**src/rtl/rate_divider.sv**
```systemverilog
module rate_divider #(
  parameter int BASE_W  = 15,
  parameter int PRE_HI  = 7,
  parameter int PRE_MID = 5
) (
  input  logic       clk,
  input  logic       rst_n,
  input  logic       ref_en,
  input  logic [2:0] div_sel,
  input  logic [3:0] rate_sel,
  input  logic       sqw_en,
  output logic       tick_1hz,
  output logic       per_pulse,
  output logic       sqw_out
);
  localparam logic [PRE_HI-1:0] MASK_HI  = '1;
  localparam logic [PRE_HI-1:0] MASK_MID = PRE_HI'((1 << PRE_MID) - 1);

  logic [PRE_HI-1:0] pre, pre_mask;
  logic [BASE_W-1:0] cnt, low_mask;
  logic [3:0]        tap;
  logic              base_q, tick_q, per_q;

  wire hold = div_sel[2] & div_sel[1];
  wire run  = ~div_sel[2] & ~(div_sel[1] & div_sel[0]);

  always_comb begin
    case (div_sel)
      3'b000:  pre_mask = MASK_HI;
      3'b001:  pre_mask = MASK_MID;
      default: pre_mask = '0;
    endcase
  end

  wire base_ev = ref_en & run & ((pre & pre_mask) == pre_mask);

  assign tap      = (rate_sel >= 4'd2) ? rate_sel - 4'd2 : 4'd0;
  assign low_mask = (BASE_W'(1) << tap) - BASE_W'(1);

  wire rise    = ~cnt[tap] & ((cnt & low_mask) == low_mask);
  wire per_hit = (rate_sel == 4'd1) | ((rate_sel != 4'd0) & rise);

  always_ff @(posedge clk or negedge rst_n) begin
    if (!rst_n) begin
      pre    <= '0;
      cnt    <= '0;
      base_q <= 1'b0;
      tick_q <= 1'b0;
      per_q  <= 1'b0;
    end else if (hold) begin
      pre    <= '0;
      cnt    <= '0;
      base_q <= 1'b0;
      tick_q <= 1'b0;
      per_q  <= 1'b0;
    end else begin
      if (ref_en & run) pre <= pre + 1'b1;
      if (base_ev)      cnt <= cnt + 1'b1;
      base_q <= base_ev;
      tick_q <= base_ev & (&cnt);
      per_q  <= base_ev & per_hit;
    end
  end

  assign tick_1hz  = tick_q;
  assign per_pulse = per_q;
  assign sqw_out   = sqw_en & ((rate_sel == 4'd1) ? base_q : ((rate_sel != 4'd0) & cnt[tap]));
endmodule


```
**config.mk**
```make
export PLATFORM = sky130hd
export DESIGN_NAME = rate_divider
export DESIGN_NICKNAME = d
export VERILOG_FILES = /design/src/rtl/rate_divider.sv
export SDC_FILE = /design/constraint.sdc
export NUM_CORES = 1
export LEC_CHECK = 0
export BUFFER_PORTS_ARGS = -buffer_cell sky130_fd_sc_hd__buf_4
export CORE_ASPECT_RATIO = 2
export CORE_MARGIN = 2
export CORE_UTILIZATION = 40
export DETAILED_ROUTE_END_ITERATION = 10
export SETUP_SLACK_MARGIN = 0.05
export SLEW_MARGIN = 25
export SYNTH_ARGS = -nofsm -noshare
export SYNTH_HDL_FRONTEND = slang
export SYNTH_SLANG_ARGS = --single-unit
```
**constraint.sdc**
```tcl
create_clock -name clk -period 4.9 [get_ports clk]
set_input_delay 0.98 -clock clk [delete_from_list [all_inputs] [get_ports clk]]
set_output_delay 0.98 -clock clk [all_outputs]
set_load 0.1 [all_outputs]
```
==> impl_metrics.json <==
{
  "rsz0062_at_grt": "false",
  "synth_edf_count": 0,
  "cts-root-buf": "clkbuf_8",
  "slew_viol_final": 0,
  "clkTransAtPathRegs_ps": 80,
  "drt-total-wl_um": 5160,
  "yosys-top-cells-area": "dfrtp_1 31%, xor2_1 5.6%, nand2_1 5.0%",
  "setup_violations": 0,
  "fin_crit_sh_pct": 86.5,
  "max_freq_mhz": 236,
  "cp_data_required_time_ps": 3920,
  "htreeDepth": 1,
  "nFillCells": 524,
  "crit_chain": "buf_4, inv_1, ha_1, nand2b_1, o21a_1, a2111o_1, nand4_1, o21ai_0, and2_1, buf_4",
  "critical_path.endpoint_type": "output port",
  "setup_ws_ps": 664,
  "clkSinkCount": 25,
  "async_flop_share_pct": 100,
  "syn_area_mm2": 0.00205,
  "syn_inst": 242,
  "max_slew_margin_pct": 54.2,
  "synthFlopType": "dfrtp_1",
  "antennaDiodeCount": 0,
  "max-cap-violations": 0,
  "crit_top_cell": "buf_4",
  "dieHeight_um": 105,
  "leakage_nw": 0.888,
  "startpoint": "rate_sel[1]",
  "ys_ff_latch": 25,
  "vdd_ir_drop_max_mv": 0.167,
  "avgSynthCellArea_um2": 8.46,
  "worst-r2r-cell-count": 6,
  "reg2reg_from": "cnt[4]$_DFFE_PN0P_",
  "area_growth_pct": 4.16,
  "drt_pass1_iterations": 5,
  "ios": 14,
  "crit_slowest_cell": "ha_1",
  "antenna_found_initial": 0,
  "clk_path_buf_depth": 2,
  "path_delay_family": "compound AO/OA/AOI/OAI gates",
  "grt_util_all_layers_pct": 20.6,
  "synthDistinctLibCells": 60,
  "overflow": 0,
  "yosys_warnings": 0,
  "period_minus_slack_ps": 4240,
  "hold_class": "reg2reg",
  "critPathLaunchType": "input pin",
  "fin_tns_setup_ps": 0,
  "fin_cells": 301,
  "die_w_um": 54.6,
  "post-place-ws_ps": 666,
  "path_max_fanout": 25,
  "critPathBufInv": 3,
  "cts_resized": 0,
  "fin_nets": 260,
  "grt_max_degree": 26,
  "r2r-end": "per_pulse$_DFF_PN0_",
  "power.density_mw_per_mm2": 218,
  "grt_pass1_vias": 1834,
  "worst_slew_pin_slew_ps": 686,
  "dp.cells": 297,
  "fin_util_pct": 43.4,
  "final-hold-violation-count": 0,
  "drt-vias-per-instance": 5.96,
  "ant_nets": 0,
  "cts_tree": "yes",
  "seq_area_frac_synth_pct": 30.6,
  "dp.final_hpwl_um": 3980,
  "holdBufCountCts": 0,
  "initial_core_util_pct": 41.7,
  "drive_above_1_share_pct": 13.5,
  "cts_buffers": 3,
  "fin_skew_ps": 4.72,
  "cp.depth": 10,
  "arrival_ps": 3260,
  "slowest_delay_ps": 560,
  "insertion_delay_ps": 270,
  "wire_per_inst_um": 17.1,
  "fp-row-count": 36,
  "gp_congestion": 0.929,
  "core-area_mm2": 0.00491,
  "grt_first_pass_wirelength_um": 8810,
  "remaining_drc_errors": 0,
  "io_buffers": 13,
  "synthDominantCellAreaShare_pct": 30.6,
  "fin_total_pwr_mw": 0.465,
  "critPathKind": "in2out",
  "rrSetupSlack_ps": 2940,
  "die_area_mm2": 0.00574,
  "post_cts_buffers": 0,
  "initialDrtViolationCount": 44,
  "synth_top_area_cell": "dfrtp_1",
  "dr_total_vias": 1794,
  "critical_path.endpoint": "sqw_out",
  "syn-num-nets": 257,
  "status": "finished, final reports clean"
}
-- cell families (layout without fill, tap and decap cells) --
logic type / Yosys count / count (layout) / share of synthesized area (%)
AO/OA/AOI/OAI: 57 / 57 / 19.7
XOR/XNOR: 20 / 20 / 8.92
adder cells (fa/ha/maj): 4 / 4 / 2.45
buffers and inverters: 23 / 25 / 8.19
flip-flops: 25 / 25 / 30.6
multiplexers: 4 / 4 / 2.14
AND/OR/NAND/NOR: 109 / 109 / 28.0
-- power by group --
part / switching (mW) / total (mW) / internal, mW
clock: 0.0655 / 0.122 / 0.0570
combinational: 0.0756 / 0.121 / 0.0456
sequential: 0.00922 / 0.222 / 0.213
-- state kept, by name (all words and copies together) (netlist names) --
signal and flops:
tick_1hz 1, pre 7, cnt 15, per_pulse 1, base_q 1
-- metrics by stage --
step	instance area, um2	hold WS [ps]
detailed placement	2090	531
CTS	2130	548
finish	2130	548
global placement	2090	531
global route	2130	582
floorplan	2050	497
-- metal layers --
layer / vias to the layer above / GRT usage [%] / routed length [um] / part of all wire, %
met3: 16 / 1.29 / 118 / 2.3
met5: - / 0 / 0 / 0
met4: 0 / 13.2 / 224 / 4.3
li1: 882 / - / - / -
met2: 42 / 35.5 / 2960 / 57
met1: 854 / 22.4 / 1850 / 36
-- synthesized netlist by cell type (4+ instances only) --
cell and n:
xnor2_1 6, and2_1 4, buf_6 8, dfrtp_1 25
o21ai_0 10, nor2_1 23, nand3_1 6, inv_1 6
and3_1 6, xor2_1 13, o211ai_1 6, buf_2 4
nor3_1 9, nand2_1 27, a21oi_1 13, nand4_1 13
ha_1 4, o22ai_1 5
-- worst reg2reg max path, stage by stage, from the launching register on --
cell and delay [ps]:
dfrtp_1 590, nor3b_1 110, and3_1 200, a311o_1 310, nor3_1 260, o2111ai_1 200, o31ai_2 210
-- placed cells by master (no fill, tap or decap), types with 9 or more instances in the layout --
cell	count
nand2_1	27
dfrtp_1	25
buf_4	15
xor2_1	13
o21ai_0	10
nor3_1	9
a21oi_1	13
nand4_1	13
nor2_1	23
-- area by class of cell --
| class | count | area (um2) | share of cell area, % |
|---|---|---|---|
| Sequential cell | 25 | 626 | 29.3 |
| Clock inverter | 1 | 5.00 | 0.235 |
| Tap cell | 57 | 71.3 | 3.35 |
| Multi-Input combinational cell | 194 | 1250 | 58.8 |
| Timing Repair Buffer | 15 | 113 | 5.28 |
| Clock buffer | 3 | 41.3 | 1.94 |
| Inverter | 6 | 22.5 | 1.06 |
-- worst min-delay path by stage --
stage | from | endpoint | cells after the start
2_1_floorplan | pre[0]$_DFFE_PN0P_ | pre[0]$_DFFE_PN0P_ | 1
3_3_place_gp | pre[0]$_DFFE_PN0P_ | pre[0]$_DFFE_PN0P_ | 1
3_5_place_dp | pre[0]$_DFFE_PN0P_ | pre[0]$_DFFE_PN0P_ | 1
4_1_cts | pre[0]$_DFFE_PN0P_ | pre[0]$_DFFE_PN0P_ | 1
5_1_grt | pre[0]$_DFFE_PN0P_ | pre[0]$_DFFE_PN0P_ | 1
6_report | pre[0]$_DFFE_PN0P_ | pre[0]$_DFFE_PN0P_ | 1
No activity file was read; power rests on OpenSTA's default activity.
